## config.mk

```make
export PLATFORM = sky130hd
export DESIGN_NAME = lsu_bus_master
export DESIGN_NICKNAME = d
export VERILOG_FILES = /design/src/rtl/lsbm_pkg.sv /design/src/rtl/lane_steer.sv /design/src/rtl/load_align.sv /design/src/rtl/xfer_ctrl.sv /design/src/rtl/dphase_reg.sv /design/src/rtl/lsu_bus_master.sv
export SDC_FILE = /design/constraint.sdc
export NUM_CORES = 1
export LEC_CHECK = 0
export ABC_CLOCK_PERIOD_IN_PS = 3450
export BUFFER_PORTS_ARGS = -buffer_cell sky130_fd_sc_hd__buf_2
export CORE_AREA = 3 3 109 132
export CTS_BUF_LIST = sky130_fd_sc_hd__clkbuf_4
export CTS_CLUSTER_DIAMETER = 120
export DETAILED_ROUTE_END_ITERATION = 12
export DIE_AREA = 0 0 112 135
export PLACE_DENSITY_LB_ADDON = 0.15
export SLEW_MARGIN = 30
export SYNTH_ARGS = -nofsm -noshare
export SYNTH_HDL_FRONTEND = slang
export SYNTH_SLANG_ARGS = --single-unit
```

## constraint.sdc

```tcl
create_clock -name clk -period 3.45 [get_ports clk]
set_clock_uncertainty 0.15 [all_clocks]
set_input_delay 0.1725 -clock clk [delete_from_list [all_inputs] [get_ports clk]]
set_output_delay 0.1725 -clock clk [all_outputs]
set_load 0.005 [all_outputs]
```

## src/rtl/lsbm_pkg.sv

```systemverilog
package lsbm_pkg;
  localparam int DW = 32;
  localparam int NB = DW / 8;
  localparam int OW = $clog2(NB);

  typedef enum logic [1:0] {
    SZ_BYTE = 2'd0,
    SZ_HALF = 2'd1,
    SZ_WORD = 2'd2,
    SZ_WRD3 = 2'd3
  } xsize_e;

  typedef enum logic {
    CT_IDLE  = 1'b0,
    CT_LDATA = 1'b1
  } ctrl_e;
endpackage

```

## src/rtl/lane_steer.sv

```systemverilog
module lane_steer
  import lsbm_pkg::*;
(
  input  logic [OW-1:0] off,
  input  logic [1:0]    size,
  input  logic [DW-1:0] wdata_in,
  output logic [NB-1:0] be,
  output logic [DW-1:0] wdata_lane
);
  logic [OW-1:0] eoff;

  always_comb begin
    case (xsize_e'(size))
      SZ_BYTE: eoff = off;
      SZ_HALF: eoff = {off[OW-1], 1'b0};
      default: eoff = '0;
    endcase
  end

  for (genvar i = 0; i < NB; i++) begin : g_lane
    localparam logic [OW-1:0] LI = OW'(i);
    always_comb begin
      case (xsize_e'(size))
        SZ_BYTE: be[i] = (off == LI);
        SZ_HALF: be[i] = (off[OW-1] == LI[OW-1]);
        default: be[i] = 1'b1;
      endcase
    end
  end

  assign wdata_lane = wdata_in << {eoff, 3'b000};
endmodule

```

## src/rtl/load_align.sv

```systemverilog
module load_align
  import lsbm_pkg::*;
(
  input  logic [OW-1:0] off,
  input  logic [1:0]    size,
  input  logic          sext,
  input  logic [DW-1:0] rdata,
  output logic [DW-1:0] value
);
  logic [OW-1:0] eoff;
  logic [DW-1:0] shifted;

  always_comb begin
    case (xsize_e'(size))
      SZ_BYTE: eoff = off;
      SZ_HALF: eoff = {off[OW-1], 1'b0};
      default: eoff = '0;
    endcase
  end

  assign shifted = rdata >> {eoff, 3'b000};

  always_comb begin
    case (xsize_e'(size))
      SZ_BYTE: value = {{(DW-8){sext & shifted[7]}}, shifted[7:0]};
      SZ_HALF: value = {{(DW-16){sext & shifted[15]}}, shifted[15:0]};
      default: value = shifted;
    endcase
  end
endmodule

```

## src/rtl/xfer_ctrl.sv

```systemverilog
module xfer_ctrl
  import lsbm_pkg::*;
(
  input  logic clk,
  input  logic rst_n,
  input  logic req_valid,
  input  logic req_write,
  input  logic dph_valid,
  input  logic bus_ready,
  output logic bus_trans,
  output logic issue,
  output logic ld_done,
  output logic cpu_stall
);
  ctrl_e state_q, state_d;
  logic  adv;

  assign adv = !dph_valid || bus_ready;

  always_comb begin
    bus_trans = 1'b0;
    issue     = 1'b0;
    ld_done   = 1'b0;
    cpu_stall = 1'b0;
    state_d   = state_q;
    case (state_q)
      CT_IDLE: begin
        bus_trans = req_valid && (req_write || !dph_valid);
        issue     = bus_trans && adv;
        cpu_stall = req_valid && (req_write ? !adv : 1'b1);
        if (issue && !req_write) state_d = CT_LDATA;
      end
      CT_LDATA: begin
        cpu_stall = !bus_ready;
        ld_done   = bus_ready;
        if (bus_ready) state_d = CT_IDLE;
      end
      default: state_d = CT_IDLE;
    endcase
  end

  always_ff @(posedge clk or negedge rst_n) begin
    if (!rst_n) state_q <= CT_IDLE;
    else        state_q <= state_d;
  end
endmodule

```

## src/rtl/dphase_reg.sv

```systemverilog
module dphase_reg
  import lsbm_pkg::*;
#(
  parameter int RW = 5
) (
  input  logic          clk,
  input  logic          rst_n,
  input  logic          issue,
  input  logic          bus_ready,
  input  logic          in_write,
  input  logic [DW-1:0] in_wdata,
  input  logic [RW-1:0] in_rd,
  input  logic [OW-1:0] in_off,
  input  logic [1:0]    in_size,
  input  logic          in_sext,
  output logic          dph_valid,
  output logic          dph_write,
  output logic [DW-1:0] dph_wdata,
  output logic [RW-1:0] dph_rd,
  output logic [OW-1:0] dph_off,
  output logic [1:0]    dph_size,
  output logic          dph_sext
);
  logic valid_d;

  always_comb begin
    valid_d = dph_valid;
    if (issue)                       valid_d = 1'b1;
    else if (dph_valid && bus_ready) valid_d = 1'b0;
  end

  always_ff @(posedge clk or negedge rst_n) begin
    if (!rst_n) dph_valid <= 1'b0;
    else        dph_valid <= valid_d;
  end

  always_ff @(posedge clk or negedge rst_n) begin
    if (!rst_n) begin
      dph_write <= 1'b0;
      dph_wdata <= '0;
      dph_rd    <= '0;
      dph_off   <= '0;
      dph_size  <= '0;
      dph_sext  <= 1'b0;
    end else if (issue) begin
      dph_write <= in_write;
      dph_wdata <= in_wdata;
      dph_rd    <= in_rd;
      dph_off   <= in_off;
      dph_size  <= in_size;
      dph_sext  <= in_sext;
    end
  end
endmodule

```

## src/rtl/lsu_bus_master.sv

```systemverilog
module lsu_bus_master
  import lsbm_pkg::*;
#(
  parameter int AW = 32,
  parameter int RW = 5
) (
  input  logic          clk,
  input  logic          rst_n,
  input  logic          req_valid,
  input  logic          req_write,
  input  logic [1:0]    req_size,
  input  logic          req_sext,
  input  logic [AW-1:0] req_addr,
  input  logic [31:0]   req_wdata,
  input  logic [RW-1:0] req_rd,
  output logic          cpu_stall,
  output logic          bus_trans,
  output logic          bus_write,
  output logic [1:0]    bus_size,
  output logic [AW-1:0] bus_addr,
  output logic [3:0]    bus_be,
  output logic [31:0]   bus_wdata,
  input  logic [31:0]   bus_rdata,
  input  logic          bus_ready,
  output logic          rf_we,
  output logic [RW-1:0] rf_waddr,
  output logic [31:0]   rf_wdata
);
  logic [1:0]    rs_q;
  logic          rst_i_n;
  logic          issue, ld_done;
  logic [NB-1:0] be_raw;
  logic [DW-1:0] wlane, ld_value;
  logic          dph_valid, dph_write, dph_sext;
  logic [DW-1:0] dph_wdata;
  logic [RW-1:0] dph_rd;
  logic [OW-1:0] dph_off;
  logic [1:0]    dph_size;

  always_ff @(posedge clk or negedge rst_n) begin
    if (!rst_n) rs_q <= 2'b00;
    else        rs_q <= {rs_q[0], 1'b1};
  end
  assign rst_i_n = rs_q[1];

  xfer_ctrl u_ctrl (
    .clk       (clk),
    .rst_n     (rst_i_n),
    .req_valid (req_valid),
    .req_write (req_write),
    .dph_valid (dph_valid),
    .bus_ready (bus_ready),
    .bus_trans (bus_trans),
    .issue     (issue),
    .ld_done   (ld_done),
    .cpu_stall (cpu_stall)
  );

  lane_steer u_steer (
    .off        (req_addr[OW-1:0]),
    .size       (req_size),
    .wdata_in   (req_wdata),
    .be         (be_raw),
    .wdata_lane (wlane)
  );

  dphase_reg #(.RW(RW)) u_dph (
    .clk       (clk),
    .rst_n     (rst_i_n),
    .issue     (issue),
    .bus_ready (bus_ready),
    .in_write  (req_write),
    .in_wdata  (wlane),
    .in_rd     (req_rd),
    .in_off    (req_addr[OW-1:0]),
    .in_size   (req_size),
    .in_sext   (req_sext),
    .dph_valid (dph_valid),
    .dph_write (dph_write),
    .dph_wdata (dph_wdata),
    .dph_rd    (dph_rd),
    .dph_off   (dph_off),
    .dph_size  (dph_size),
    .dph_sext  (dph_sext)
  );

  load_align u_align (
    .off   (dph_off),
    .size  (dph_size),
    .sext  (dph_sext),
    .rdata (bus_rdata),
    .value (ld_value)
  );

  assign bus_write = req_write;
  assign bus_size  = req_size;
  assign bus_addr  = req_addr;
  assign bus_be    = bus_trans ? be_raw : '0;
  assign bus_wdata = (dph_valid && dph_write) ? dph_wdata : '0;

  always_ff @(posedge clk or negedge rst_i_n) begin
    if (!rst_i_n) rf_we <= 1'b0;
    else          rf_we <= ld_done;
  end

  always_ff @(posedge clk or negedge rst_i_n) begin
    if (!rst_i_n) begin
      rf_waddr <= '0;
      rf_wdata <= '0;
    end else if (ld_done) begin
      rf_waddr <= dph_rd;
      rf_wdata <= ld_value;
    end
  end
endmodule

```

Word-level counts from Yosys, hierarchy flattened:

Cells that the tools add are included.

* input port bits: 109
* logic and storage cells: 58
* register bits: 85

* reduce and logical (&&, ||, !) cells: 16
* muxes and demuxes: 19
* bitwise operators: 4
* shifts and indexed selects: 2
* equal/unequal tests: 5

Operators by type and width (count)
* one-hot mux 32 bit (2 select lines): 1
* 2-to-1 mux 32 bit: 1
* left shift 32 x 5 -> 32 bit: 1
* right shift 32 x 5 -> 32 bit: 1
* one-hot mux 1 bit (2 select lines): 6
* 2-to-1 mux 1 bit: 8
* one-hot mux 2 bit (2 select lines): 2
* equality test 2 x 1 -> 1 bit, second input constant: 3
* logical AND 1 bit: 6
* zero test 2 bit: 3
* equality test 2 bit, second input constant: 2
* zero test 1 bit: 4
* 2-to-1 mux 4 bit: 1
* bitwise AND 1 bit: 2
* logical OR 1 bit: 2
* NOT 1 bit: 2
* nonzero test 2 bit: 1

Depth between registers and ports, before layout:

* depth after elaboration: 7
* gate-level depth with buffers: 7

By module:

From an unflattened synthesis, not the netlist that was laid out.

* cells, all modules: 474
* area total of the unflattened synthesis: 5620.4 sq um

Modules (own cells, without submodules)
* lsu_bus_master: cells an instance 159, area each 2115.8 sq um, times used 1, seq. area each 1001.0 sq um
* dphase_reg: cells an instance 94, area each 1834.3 sq um, times used 1, seq. area each 1101.1 sq um
* lane_steer: cells an instance 113, area each 829.5 sq um, times used 1, seq. area each 0.0 sq um
* load_align: cells an instance 95, area each 754.5 sq um, times used 1, seq. area each 0.0 sq um
* xfer_ctrl: cells an instance 13, area each 86.3 sq um, times used 1, seq. area each 25.0 sq um

Worst setup path after synthesis:

OpenSTA, ideal clock, no wires.

* path type: register -> register
* from: reg u_dph.dph_size[0]
* to: reg rf_wdata[22]
* clock period less this slack: 1.831 ns
* buffers on the path: 2
* path slack: 1.619 ns
* cell stages (with the launch flop): 8
* arrival: 1.560 ns
* data required time: 3.179 ns
* path through: dfrtp_1 -> or3b_1 -> buf_4 -> o22ai_2 -> a221oi_2 -> a21oi_4 -> buf_6 -> o21ai_2

* word-level cells in the longest chain between the ends: 5
* elaborated cells between the ends (all ways): 7

RTL lines
* start, declared: RTL line dphase_reg.sv:21 `output logic [1:0] dph_size,`
* start signal, assigned: RTL line dphase_reg.sv:50 `dph_size <= in_size;`
* equality test 2 x 1 -> 1 bit or zero test 2 bit (tied branches): RTL line load_align.sv:14, load_align.sv:24
* one-hot mux 2 bit (2 select lines): RTL line load_align.sv:14 `case (xsize_e'(size))`
* right shift 32 x 5 -> 32 bit: RTL line load_align.sv:21 `assign shifted = rdata >> {eoff, 3'b000};`
* bitwise AND 1 bit (on tied branches): RTL line load_align.sv:26, load_align.sv:25
* one-hot mux 32 bit (2 select lines) *: RTL line load_align.sv:24 `case (xsize_e'(size))`
* end signal, assigned: RTL line lsu_bus_master.sv:112 `rf_wdata <= ld_value;`
* end, declared: RTL line lsu_bus_master.sv:27 `output logic [31:0] rf_wdata`

Mark *: on every way between the ends. The rest lies on a longest branch, timed or not.
A chain may end at the register's enable or synchronous reset.

Final worst setup path:

* from: in req_size[1]
* to: reg u_dph.dph_wdata[19]

* word-level cells in the longest chain between the ends: 3
* elaborated cells between the ends (all ways): 4

RTL lines
* start, declared: RTL line lsu_bus_master.sv:11 `input logic [1:0] req_size,`
* equality test 2 x 1 -> 1 bit or zero test 2 bit (tied branches): RTL line lane_steer.sv:13 `case (xsize_e'(size))`
* one-hot mux 2 bit (2 select lines) *: RTL line lane_steer.sv:13
* left shift 32 x 5 -> 32 bit *: RTL line lane_steer.sv:31 `assign wdata_lane = wdata_in << {eoff, 3'b000};`
* end signal, assigned: RTL line dphase_reg.sv:47 `dph_wdata <= in_wdata;`
* end, declared: RTL line dphase_reg.sv:18 `output logic [DW-1:0] dph_wdata,`

Marked as above.

==> results.py <==
metrics = {
    "global_routing": {
        "globalRouteOverflowTotal": 0,
        "grt_pass1_wl_um": 23300,
        "grt_pass1_vias": 4600,
        "global_route_usage_sum": 0.191,
        "maximum_number_of_pins_on_one_net_before_global_route_repair": 52,
        "antenna_found_initial": 0,
    },
    "yosys": {
        "synth.top_cell.area_share": 0.460,
        "synth_sequential_area_ratio": 0.460,
        "post-synth-top-area-cell": "sky130_fd_sc_hd__dfrtp_1",
        "synth_most_common_cell": "sky130_fd_sc_hd__nand2_1",
        "synth.ff_latch_count": 85,
        "yosys_warning_total": 0,
        "synth.lib_cells_used.distinct": 33,
        "synth_async_sr_flop_share": 1.00,
        "synthFlopType": "sky130_fd_sc_hd__dfrtp_1",
        "netlist_top_cells_area": "sky130_fd_sc_hd__dfrtp_1 (46%), sky130_fd_sc_hd__nand2_1 (11%), sky130_fd_sc_hd__o21ai_0 (9.0%)",
        "synth_area_sq_um": 4620,
        "synth_enable_flop_cells": 0,
        "synth_area_per_cell_sq_um": 8.61,
        "synth_nets": 646,
        "yosys-top-cells-count": "sky130_fd_sc_hd__nand2_1 (135), sky130_fd_sc_hd__dfrtp_1 (85), sky130_fd_sc_hd__o21ai_0 (83)",
        "synthesis.instances": 537,
    },
    "clock_network": {
        "cts-htree-levels": 3,
        "cts_resized": 0,
        "clk_root_buf": "sky130_fd_sc_hd__clkbuf_4",
        "clock_sink_count": 85,
        "clkSlewWorstSetupHoldPaths_ns": 0.15,
        "max-clock-path-buffers": 2,
        "tritoncts_clock_tree": "done",
        "cts_buffers": 9,
        "clock_insertion_delay_worst_skew_ns": 0.43,
    },
    "run_status": {
        "outcome": "complete, no violations",
    },
    "timing": {
        "slew_violations": 0,
        "layout_worst_path_cycle_share": 0.794,
        "setup_total_negative_slack_ns": 0,
        "max_freq_mhz": 365,
        "hold_violations": 0,
        "max_slew_margin": 0.471,
        "worst_pin_slew_ns": 0.790,
        "grt_setup_unrepaired": "false",
        "period_minus_slack_ns": 2.74,
        "postLayoutSetupSlackWorst_ns": 0.710,
        "timing.final.setup_violations": 0,
    },
    "floorplan": {
        "initial_core_util": 0.351,
        "chipWidth_um": 112,
        "boundaryPins": 220,
        "floorplan.die_area_sq_um": 15100,
        "placementRows": 46,
        "core-area_sq_um": 13200,
        "die_y_um": 135,
    },
    "min_path": {
        "hold_class": "input port to flop",
        "cell_depth_of_the_worst_hold_path": 5,
        "worst_hold_startpoint": "req_wdata[16]",
        "worst_hold_path_ep": "u_dph.dph_wdata[16]",
    },
    "placed_design": {
        "number_of_input_and_output_port_buffers_inserted": 159,
        "dpl_cell_area_sq_um": 5310,
        "place.gp.congestion": 0.844,
        "detailedPlacementHpwl_um": 10300,
        "post-place-ws_ns": 1.01,
    },
    "power_and_ir_drop": {
        "vdd.ir_drop.worst_v": 0.000218,
        "p_total_mw": 3.37,
        "power-per-cell-area_nw_per_um2": 556,
        "leak_nw": 3.16,
    },
    "detailed_routing": {
        "postRouteWirelength_um": 14400,
        "routed_wire_length_per_instance_um": 16.3,
        "firstDrtPassIters": 5,
        "first_iter_violations": 222,
        "final_antenna_net_count": 0,
        "vias": 4425,
        "drc": 0,
        "drt-vias-per-instance": 5.03,
    },
    "setup_path": {
        "start_kind": "input port",
        "crit_type": "input port to flop",
        "end_kind": "flop",
        "crit-reg2reg-capture": "rf_wdata[16]",
        "r2r_start": "u_dph.dph_size[0]",
        "reg2reg_depth": 5,
        "critPathMaxFanout": 36,
        "worstPathRequired_ns": 3.67,
        "arrival_ns": 2.96,
        "reg2reg_slack_ns": 1.00,
    },
    "cells_and_area": {
        "layout-drive-gt1-share": 0.295,
        "design_area_sq_um": 6060,
        "finish.net_count": 816,
        "fill_cells": 1265,
        "antennaDiodeCount": 0,
        "area_growth_pct": 31.2,
    },
    "flow_run": {
        "max-cap-violations": 0,
    },
}
==> timing repair <==
item / in CTS / in global routing
buffers inserted: 0 / 0
hold endpoints to repair: 68 / 0
hold buffers: 62 / 0
==> layout make-up <==
type	instances	area (sq um)	share of cell area
Tap cell	168	210	0.0347
Multi-Input combinational cell	368	2030	0.335
Clock inverter	5	61.3	0.0101
Sequential cell	85	2130	0.352
Timing Repair Buffer	230	1500	0.248
Inverter	13	48.8	0.00805
Clock buffer	10	75.1	0.0124
==> where the power goes <==
part	switching (mW)	total (mW)	leakage [nW]	internal, mW
clock	0.361	0.591	0.0768	0.230
combinational	0.640	1.19	2.01	0.549
sequential	0.247	1.59	1.07	1.34
==> cells by family after synthesis <==
kind of cell	synth area share
compound gates	0.181
other cells	0.000811
mux	0.0609
flops	0.460
buf+inv	0.101
simple gates	0.196
==> state kept, by name, indices dropped and copies added (netlist names) <==
| name | flops |
|---|---|
| u_dph.dph_size | 2 |
| u_dph.dph_write | 1 |
| u_dph.dph_off | 2 |
| rf_wdata | 32 |
| u_dph.dph_rd | 5 |
| u_dph.dph_wdata | 32 |
| u_dph.dph_valid | 1 |
| rs_q | 2 |
| u_dph.dph_sext | 1 |
| rf_waddr | 5 |
| rf_we | 1 |
| u_ctrl.state_q | 1 |
==> stage by stage <==
step,cells,hold slack [ns],util
after floorplan,537,-0.273,-
after global placement,801,-0.193,0.400
after detailed placement,802,-0.192,0.403
after CTS,879,0.00217,0.460
after global routing,879,0.0222,0.460
final,879,0.0362,0.460
==> cell usage in the layout (no fill, tap or decap), drive strengths merged <==
cell type / count
a21o: 2
a21oi: 14
a221oi: 1
a22o: 8
a22oi: 7
and3: 32
buf: 168
bufinv: 1
clkbuf: 10
clkinv: 3
conb: 1
dfrtp: 85
dlygate4sd3: 62
inv: 14
mux2: 9
mux2i: 18
nand2: 135
nand2b: 5
nand3: 9
nor2: 10
nor2b: 5
nor3: 3
nor3b: 2
o211ai: 10
o21ai: 94
o21bai: 1
o22ai: 1
or3b: 1
==> routing by layer <==
layer  track usage  routed length [um]  vias up  part of all wire
met2         0.337                7190      189              0.50
met5             0                   0        -                 0
met3        0.0453                 940       21             0.065
met1         0.229                5960     2091              0.41
li1              -                   -     2124                 -
met4        0.0601                 281        0             0.020
==> how the worst max path moves through the flow <==
stage,startpoint,to,slack [ns]
floorplan,rs_q[1],rf_waddr[0],0.76
CTS,req_size[1],u_dph.dph_wdata[19],0.79
detailed placement,u_dph.dph_size[0],rf_wdata[16],1.01
global placement,u_dph.dph_size[0],rf_wdata[16],1.09
global route,req_size[1],u_dph.dph_wdata[19],0.59
finish,req_size[1],u_dph.dph_wdata[19],0.71
==> critical path: stages <==
cell	delay [ns]
sky130_fd_sc_hd__dlygate4sd3_1	0.54
sky130_fd_sc_hd__buf_2	0.18
sky130_fd_sc_hd__nor3b_4	0.19
sky130_fd_sc_hd__buf_4	0.37
sky130_fd_sc_hd__nor2b_1	0.62
sky130_fd_sc_hd__a21oi_1	0.15
sky130_fd_sc_hd__dlygate4sd3_1	0.59
sky130_fd_sc_hd__o21ai_0	0.14
Note: power is estimated with default switching activity, not from simulation.
